File: src/rtl/rxd_pkg.sv
package rxd_pkg;
  localparam int WORD_W  = 32;
  localparam int OWN_BIT = 31;
  localparam int OK_BIT  = 27;

  typedef enum logic [2:0] {
    ST_IDLE,
    ST_RD_ISSUE,
    ST_RD_WAIT,
    ST_STALL,
    ST_RECV,
    ST_WB
  } rxd_state_e;
endpackage

File: src/rtl/rxd_desc_latch.sv
module rxd_desc_latch #(
  parameter int AW    = 32,
  parameter int LEN_W = 12
) (
  input  logic                      clk,
  input  logic                      rst_n,
  input  logic                      load,
  input  logic [1:0]                sel,
  input  logic [rxd_pkg::WORD_W-1:0] word,
  output logic                      own,
  output logic [LEN_W-1:0]          size,
  output logic [AW-1:0]             link,
  output logic [AW-1:0]             buf_base
);
  always_ff @(posedge clk) begin
    if (!rst_n) begin
      own      <= 1'b0;
      size     <= '0;
      link     <= '0;
      buf_base <= '0;
    end else if (load) begin
      case (sel)
        2'd0: begin
          own  <= word[rxd_pkg::OWN_BIT];
          size <= word[LEN_W-1:0];
        end
        2'd1:    link     <= word[AW-1:0];
        default: buf_base <= word[AW-1:0];
      endcase
    end
  end
endmodule

File: src/rtl/rxd_packer.sv
module rxd_packer #(
  parameter int LEN_W = 12,
  localparam int WIDX_W = LEN_W - 2
) (
  input  logic              clk,
  input  logic              rst_n,
  input  logic              clr,
  input  logic              en,
  input  logic [LEN_W-1:0]  size,
  input  logic              in_valid,
  input  logic [7:0]        in_data,
  input  logic              in_sof,
  input  logic              in_eof,
  input  logic              in_good,
  output logic              in_ready,
  output logic              out_valid,
  input  logic              out_ready,
  output logic [31:0]       out_data,
  output logic [3:0]        out_be,
  output logic [WIDX_W-1:0] out_widx,
  output logic              done,
  output logic [LEN_W-1:0]  length,
  output logic              ok
);
  logic              inframe, trunc, good, pend;
  logic [LEN_W-1:0]  stored;
  logic [31:0]       word;
  logic [3:0]        be;
  logic [WIDX_W-1:0] widx;

  logic              take, active, fits, flush;
  logic [LEN_W-1:0]  pos;
  logic [1:0]        lane;
  logic [31:0]       nword;
  logic [3:0]        nbe;

  assign in_ready = en && !out_valid && !done && !pend;
  assign take     = in_valid && in_ready;
  assign active   = inframe || in_sof;
  assign pos      = in_sof ? '0 : stored;
  assign fits     = pos < size;
  assign lane     = pos[1:0];

  always_comb begin
    nword = in_sof ? '0 : word;
    nbe   = in_sof ? 4'b0000 : be;
    for (int b = 0; b < 4; b++) begin
      if (fits && lane == 2'(b)) begin
        nword[8*b +: 8] = in_data;
        nbe[b]          = 1'b1;
      end
    end
    flush = (fits && lane == 2'd3) || (in_eof && nbe != 4'b0000);
  end

  always_ff @(posedge clk) begin
    if (!rst_n || clr) begin
      inframe   <= 1'b0;
      trunc     <= 1'b0;
      good      <= 1'b0;
      pend      <= 1'b0;
      done      <= 1'b0;
      stored    <= '0;
      word      <= '0;
      be        <= '0;
      widx      <= '0;
      out_valid <= 1'b0;
    end else begin
      if (out_valid && out_ready) begin
        out_valid <= 1'b0;
        be        <= '0;
        widx      <= widx + WIDX_W'(1);
        if (pend) begin
          pend <= 1'b0;
          done <= 1'b1;
        end
      end
      if (take && active) begin
        if (in_sof) widx <= '0;
        word      <= nword;
        be        <= nbe;
        stored    <= fits ? pos + LEN_W'(1) : pos;
        trunc     <= (in_sof ? 1'b0 : trunc) | !fits;
        out_valid <= flush;
        inframe   <= !in_eof;
        if (in_eof) begin
          good <= in_good;
          if (flush) pend <= 1'b1;
          else       done <= 1'b1;
        end
      end
    end
  end

  assign out_data = word;
  assign out_be   = be;
  assign out_widx = widx;
  assign length   = stored;
  assign ok       = good && !trunc;
endmodule

File: src/rtl/rxd_ring_engine.sv
module rxd_ring_engine #(
  parameter int AW    = 32,
  parameter int LEN_W = 12
) (
  input  logic          clk,
  input  logic          rst_n,
  input  logic [AW-1:0] ring_base,
  input  logic          kick,
  output logic          stalled,
  output logic          frame_done,
  input  logic          in_valid,
  output logic          in_ready,
  input  logic [7:0]    in_data,
  input  logic          in_sof,
  input  logic          in_eof,
  input  logic          in_good,
  output logic          mem_req_valid,
  input  logic          mem_req_ready,
  output logic          mem_req_write,
  output logic [AW-1:0] mem_req_addr,
  output logic [31:0]   mem_req_wdata,
  output logic [3:0]    mem_req_be,
  input  logic          mem_rsp_valid,
  input  logic [31:0]   mem_rsp_data
);
  import rxd_pkg::*;
  localparam int WIDX_W = LEN_W - 2;

  rxd_state_e    state;
  logic [AW-1:0] desc_ptr;
  logic [1:0]    fidx;
  logic          rq_valid, rq_write, done_q;
  logic [AW-1:0] rq_addr;
  logic [31:0]   rq_wdata;

  logic              desc_own;
  logic [LEN_W-1:0]  desc_size;
  logic [AW-1:0]     desc_link, desc_buf;
  logic              rsp_take, enter_recv;

  logic              pk_in_ready, pk_out_valid, pk_done, pk_ok;
  logic [31:0]       pk_data;
  logic [3:0]        pk_be;
  logic [WIDX_W-1:0] pk_widx;
  logic [LEN_W-1:0]  pk_len;
  logic [31:0]       wb_word;

  // fetch sequence: status word first, then link, then buffer
  function automatic logic [AW-1:0] fetch_ofs(input logic [1:0] i);
    case (i)
      2'd0:    return AW'(4);
      2'd1:    return AW'(0);
      default: return AW'(8);
    endcase
  endfunction

  assign rsp_take   = (state == ST_RD_WAIT) && mem_rsp_valid;
  assign enter_recv = rsp_take && fidx == 2'd2;

  rxd_desc_latch #(.AW(AW), .LEN_W(LEN_W)) u_desc (
    .clk      (clk),
    .rst_n    (rst_n),
    .load     (rsp_take),
    .sel      (fidx),
    .word     (mem_rsp_data),
    .own      (desc_own),
    .size     (desc_size),
    .link     (desc_link),
    .buf_base (desc_buf)
  );

  rxd_packer #(.LEN_W(LEN_W)) u_pack (
    .clk       (clk),
    .rst_n     (rst_n),
    .clr       (enter_recv),
    .en        (state == ST_RECV),
    .size      (desc_size),
    .in_valid  (in_valid),
    .in_data   (in_data),
    .in_sof    (in_sof),
    .in_eof    (in_eof),
    .in_good   (in_good),
    .in_ready  (pk_in_ready),
    .out_valid (pk_out_valid),
    .out_ready (mem_req_ready && state == ST_RECV),
    .out_data  (pk_data),
    .out_be    (pk_be),
    .out_widx  (pk_widx),
    .done      (pk_done),
    .length    (pk_len),
    .ok        (pk_ok)
  );

  always_comb begin
    wb_word              = '0;
    wb_word[OK_BIT]      = pk_ok;
    wb_word[LEN_W-1:0]   = pk_len;
  end

  always_ff @(posedge clk) begin
    if (!rst_n) begin
      state    <= ST_IDLE;
      desc_ptr <= '0;
      fidx     <= '0;
      rq_valid <= 1'b0;
      rq_write <= 1'b0;
      rq_addr  <= '0;
      rq_wdata <= '0;
      done_q   <= 1'b0;
    end else begin
      done_q <= 1'b0;
      case (state)
        ST_IDLE: if (kick) begin
          desc_ptr <= ring_base;
          fidx     <= 2'd0;
          rq_valid <= 1'b1;
          rq_write <= 1'b0;
          rq_addr  <= ring_base + fetch_ofs(2'd0);
          state    <= ST_RD_ISSUE;
        end
        ST_RD_ISSUE: if (mem_req_ready) begin
          rq_valid <= 1'b0;
          state    <= ST_RD_WAIT;
        end
        ST_RD_WAIT: if (mem_rsp_valid) begin
          if (fidx == 2'd0 && !mem_rsp_data[OWN_BIT]) begin
            state <= ST_STALL;
          end else if (fidx == 2'd2) begin
            state <= ST_RECV;
          end else begin
            fidx     <= fidx + 2'd1;
            rq_valid <= 1'b1;
            rq_addr  <= desc_ptr + fetch_ofs(fidx + 2'd1);
            state    <= ST_RD_ISSUE;
          end
        end
        ST_STALL: if (kick) begin
          fidx     <= 2'd0;
          rq_valid <= 1'b1;
          rq_write <= 1'b0;
          rq_addr  <= desc_ptr + fetch_ofs(2'd0);
          state    <= ST_RD_ISSUE;
        end
        ST_RECV: if (pk_done) begin
          rq_valid <= 1'b1;
          rq_write <= 1'b1;
          rq_addr  <= desc_ptr + AW'(4);
          rq_wdata <= wb_word;
          state    <= ST_WB;
        end
        ST_WB: if (mem_req_ready) begin
          done_q   <= 1'b1;
          desc_ptr <= desc_link;
          fidx     <= 2'd0;
          rq_valid <= 1'b1;
          rq_write <= 1'b0;
          rq_addr  <= desc_link + fetch_ofs(2'd0);
          state    <= ST_RD_ISSUE;
        end
        default: state <= ST_IDLE;
      endcase
    end
  end

  always_comb begin
    if (state == ST_RECV) begin
      mem_req_valid = pk_out_valid;
      mem_req_write = 1'b1;
      mem_req_addr  = desc_buf + AW'({pk_widx, 2'b00});
      mem_req_wdata = pk_data;
      mem_req_be    = pk_be;
    end else begin
      mem_req_valid = rq_valid;
      mem_req_write = rq_write;
      mem_req_addr  = rq_addr;
      mem_req_wdata = rq_wdata;
      mem_req_be    = 4'hF;
    end
  end

  assign in_ready   = (state == ST_RECV) ? pk_in_ready : (state == ST_STALL);
  assign stalled    = (state == ST_STALL);
  assign frame_done = done_q;

  // desc_own is kept for the checker's view of the latched descriptor
  logic own_seen;
  assign own_seen = desc_own;
endmodule

File: config.mk
export PLATFORM = sky130hd
export DESIGN_NAME = rxd_ring_engine
export DESIGN_NICKNAME = d
export VERILOG_FILES = /design/src/rtl/rxd_pkg.sv /design/src/rtl/rxd_desc_latch.sv /design/src/rtl/rxd_packer.sv /design/src/rtl/rxd_ring_engine.sv
export SDC_FILE = /design/constraint.sdc
export NUM_CORES = 1
export LEC_CHECK = 0
export BUFFER_PORTS_ARGS = -buffer_cell sky130_fd_sc_hd__buf_2
export CAP_MARGIN = 20
export CELL_PAD_IN_SITES_DETAIL_PLACEMENT = 1
export CELL_PAD_IN_SITES_GLOBAL_PLACEMENT = 2
export CORE_MARGIN = 5
export CORE_UTILIZATION = 38
export DETAILED_ROUTE_END_ITERATION = 6
export GPL_TIMING_DRIVEN = 0
export PLACE_DENSITY = 0.86
export SLEW_MARGIN = 20
export SYNTH_ARGS = -nofsm -noshare
export SYNTH_HDL_FRONTEND = slang
export SYNTH_HIERARCHICAL = 1
export SYNTH_SLANG_ARGS = --single-unit
export TNS_END_PERCENT = 1
File: constraint.sdc
create_clock -name clk -period 6.75 [get_ports clk]
set_clock_uncertainty 0.2 [all_clocks]
set_input_delay 0.675 -clock clk [delete_from_list [all_inputs] [get_ports clk]]
set_output_delay 0.675 -clock clk [all_outputs]
set_load 0.02 [all_outputs]
### After elaboration in Yosys (flattened, before gate mapping)

Cells that the tools add are included.

* register bits after elaboration: 225
* latch bits: 0
* RAM bits: 0
* bits in read-only memories: 0
* memories kept: 0

* add/sub/neg operators: 8
* $mul: 0
* divide/modulo/power cells: 0
* $lt $le $gt $ge: 1
* equal/unequal tests: 20
* shifts and indexed selects: 0
* mux-type cells: 77
* bitwise operators: 2
* reduce and logical (&&, ||, !) cells: 60

Operators with widths (number)
* $mux W32: 17
* $pmux W32 S5: 1
* $add A32 B3 Y32 const B: 3
* $pmux W32 S2: 1
* $add A32 B12 Y32: 1
* $add A32 B32 Y32: 1
* $mux W8: 4
* $mux W10: 3
* $mux W1: 28
* $mux W12: 2
* $mux W3: 7
* $reduce_and A2 Y1: 10
* $logic_and A1 B1 Y1: 16
* $mux W4: 4
* $ne A2 B2 Y1 const B: 8
* $reduce_and A8 Y1: 2
* $pmux W3 S5: 1
* $add A12 B1 Y12 const B: 1
* $lt A12 B12 Y1: 1
* $reduce_bool A2 Y1: 6
* $add A10 B1 Y10 const B: 1
* $mux W2: 5
* $reduce_bool A5 Y1: 2
* $logic_not A1 Y1: 8
* other kinds (23): 35

### Longest topological paths before layout

* depth after elaboration: 13
* depth in mapped cells: 14
* mapped depth without buffers: 11

### Modules after synthesis

Netlist, hierarchy kept.

By module, submodules not included
* rxd_ring_engine: instances 1, cells each 1099, area each 7659.8 µm², seq. area each 1701.6 µm²
* rxd_packer: instances 1, cells each 360, area each 3199.3 µm², seq. area each 1281.2 µm²
* rxd_desc_latch: instances 1, cells each 329, area each 3118.0 µm², seq. area each 1541.5 µm²

### Least setup slack after synthesis

OpenSTA, ideal clock, no wires.

* path kind: reg2out
* start point: register u_pack.widx[0] (netlist: u_pack/out_widx[0])
* end point: output mem_req_addr[30]
* arrival: 2.425 ns
* setup slack: 3.450 ns
* stages on the path, launching flop included: 10
* buffers on the path: 0
* cells stage by stage: dfxtp_1 > ha_1 > fa_1 > a21oi_1 > o211ai_1 > o21bai_1 > o21ai_1 > nand4_1 > xor2_1 > o21ai_0

* word-level cells in the longest chain between the ends: 2

RTL lines
* start: declaration: RTL line rxd_packer.sv:29 `logic [WIDX_W-1:0] widx;`
* start signal: assignment: RTL line rxd_packer.sv:72 `widx <= widx + WIDX_W'(1);`
* $add A32 B12 Y32: RTL line rxd_ring_engine.sv:169 `mem_req_addr = desc_buf + AW'({pk_widx, 2'b00});`
* $mux W32: RTL line rxd_ring_engine.sv:166 `if (state == ST_RECV) begin`
* end: declaration: RTL line rxd_ring_engine.sv:20 `output logic [AW-1:0] mem_req_addr,`

Every way passes these cells.

### Worst setup path in the final report

* start point: register state[0]
* end point: output in_ready

* word-level cells in the longest chain between the ends: 5
* elaborated cells between the ends (all ways): 6
* classes of those cells: 2 x eq/ne; 1 x mux; 3 x reduce/logical

RTL lines
* start: declaration: RTL line rxd_ring_engine.sv:29 `rxd_state_e state;`
* start signal: assignment: RTL line rxd_ring_engine.sv:102 `state <= ST_IDLE;`
* start signal: assignment: RTL line rxd_ring_engine.sv:119 `state <= ST_RD_ISSUE;`
* start signal: assignment: RTL line rxd_ring_engine.sv:123 `state <= ST_RD_WAIT;`
* $eq A3 B3 Y1: RTL line rxd_ring_engine.sv:76 `.en (state == ST_RECV),`
* $logic_and A1 B1 Y1 (3 in a row): RTL line rxd_packer.sv:37 `assign in_ready = en && !out_valid && !done && !pend;`
* via pk_in_ready: RTL line rxd_ring_engine.sv:41 `logic pk_in_ready, pk_out_valid, pk_done, pk_ok;`
* $mux W1: RTL line rxd_ring_engine.sv:181 `assign in_ready = (state == ST_RECV) ? pk_in_ready : (state == ST_STALL);`
* end: declaration: RTL line rxd_ring_engine.sv:12 `output logic in_ready,`

The timed path passes the listed nets, and every way through them passes these cells.

==> metrics.md <==
| Metric | Value |
|---|---|
| Worst-Skew Late Latency | 0.58 ns |
| GRT Max-Usage Layer | met2 |
| Tcrit/Tclk final | 73.6% |
| Hold_ws | 0.176 ns |
| First drt pass iteration count | 5 |
| Placed Cells | 2407 |
| VDD IR max | 0.000168 V |
| Met3 Use GR | 3.46% |
| Syn Inst Count | 1785 |
| Clk slew on worst S/H paths | 0.07 ns |
| Max cap viols | 0 |
| Most used cell, CP | buf_2 |
| Core area | 36400 sq um |
| Synthesized net count | 1899 |
| Postcts setup bufs | 0 |
| Kind of cell adding the most delay to the critical path | buffers and inverters |
| Mean area per synthesized cell | 7.81 sq um |
| Placed Area | 15300 sq um |
| WL per Instance | 24.0 um |
| Critical path type | reg -> out |
| Worst path slowest cell | clkbuf_1 |
| Proportion of layout cells with a drive suffix above 1 | 16.4% |
| Commonest non-fill, non-tap cell in the layout | nand2_1 |
| Setup violators final | 0 |
| Worst setup SP type | register |
| Gpl congestion | 0.927 |
| LEAKAGE | 6.65 nW |
| DR iter-0 viols | 849 |
| DRT Wirelength | 59100 um |
| TritonCTS clock tree | done |
| Post-detail-place hpwl | 46200 um |
| RSZ-0062 raised after global routing | false |
| Post-CTS Resized | 0 |
| Worst path max stage delay | 0.60 ns |
| Residual DRC count | 0 |
| Fin nets | 2084 |
| Overall die area | 40600 sq um |
| Max Slew Vio Count | 0 |
| # clock sinks | 225 |
| Power per cell area | 280 nW/um^2 |
| Worst-margin pin slew | 0.996 ns |
| Initial antenna violation count | 3 |
| Hold Crit Class | in -> reg |
| M1 GR Usage | 35.5% |
| Synth-to-Final Area Change | 17.7% |
| Ys Warns | 6 |
| First-pass GRT wire length | 90300 um |
| Tmin final | 4.96 ns |
| Height of the chip | 202 um |
| CP bufs+invs | 7 |
| Total GRT Usage | 28.1% |
| Non-Filler Instances | 2463 |
| Crit path required time | 5.88 ns |
| Relative slew slack | 33.1% |
| Vias in the first global route | 15100 |
| CP Data Arrival Time | 4.09 ns |
| Peak Freq | 201 MHz |
| Largest net degree at the start of global routing | 15 |
| Worst-path maximum fanout | 10 |
| Outcome | complete, no violations |
| Antenna Nets Post-Route | 0 |
| Fin area | 16400 sq um |
| Root Buffer | clkbuf_16 |
| I/O Pins | 154 |
| Clock tree buffer depth | 3 |
| Hold Buf Count CTS | 0 |
| Total CTS buffers | 29 |
| Critical Path, Cell by Cell | buf_2, buf_2, inv_1, clkbuf_1, nand2_1, inv_1, clkbuf_1, nor4b_4, a21o_1, buf_2 |
| Clock H-tree levels | 1 |
| Site Rows | 70 |
| Avg Vias per Cell | 5.85 |
| Final hold viol count | 0 |
| Commonest non-fill, non-tap cells in the layout | nand2_1, dfxtp_1, buf_2, nor2_1, nand3_1 |
| GRT Residual Overflow | 0 |
| Chip Width | 202 um |
| Post-synthesis cell area | 13900 sq um |
| PortBufs | 153 |
| Total number of vias | 14400 |
| Grt met2 use | 46.9% |
| Starting Density | 38.3% |
| CP endpoint kind | output port |
| Setup TNS Final | 0 ns |
-- worst min-delay path, stage by stage --
cell     delay, ns
buf_2         0.11
nand3_1       0.06
a21oi_1       0.05
-- path summary, 6_finish.rpt --
check,startpoint,endpoint,slack (ns),depth (start not counted)
min reg2reg,u_pack/good,u_pack/good,0.26,2
max,state[0],in_ready,1.79,10
max reg2reg,state[0],u_pack/out_widx[5],1.91,12
min,mem_rsp_data[2],u_desc/buf_base[2],0.18,3
-- layout make-up --
type                    count  area, sq um
well taps                 468          586
clock inverters            14          260
fillers                  4500        20000
flip-flops and latches    225         4500
inverters                  33          124
multi-input cells        1383         8600
plain buffers             144          718
diodes                      3         7.51
clock buffers              39          843
repair buffers            154          773
-- metal layers --
| layer | share of wire (%) | wire length [um] |
|---|---|---|
| met2 | 46 | 27400 |
| met1 | 42 | 25000 |
| met3 | 4.9 | 2890 |
| met5 | 0 | 0 |
| met4 | 6.5 | 3830 |
-- power by group --
group	switching, mW	internal [mW]	leakage (nW)
logic	0.876	0.383	4.29
clock network	0.656	1.14	0.534
registers	0.105	1.43	1.83
total	1.64	2.96	6.65
-- metrics by stage --
step | utilization, % | total power [mW] | setup slack, ns
floorplan | - | 2.31 | 3.45
CTS | 45.0 | 4.60 | 1.82
detailed placement | 42.0 | 2.80 | 2.05
global placement | 42.0 | 2.78 | 2.10
global route | 45.0 | 4.78 | 1.59
finish | 45.0 | 4.59 | 1.79
-- sequential cells by signal, indices dropped and copies added, names as in the netlist, 10 cells and up --
| signal | cells |
|---|---|
| u_pack/out_data | 32 |
| u_desc/size | 12 |
| u_pack/length | 12 |
| rq_wdata | 13 |
| desc_ptr | 32 |
| u_desc/link | 32 |
| u_pack/out_widx | 10 |
| u_desc/buf_base | 32 |
| rq_addr | 32 |
No activity file was read; power rests on OpenSTA's default activity.
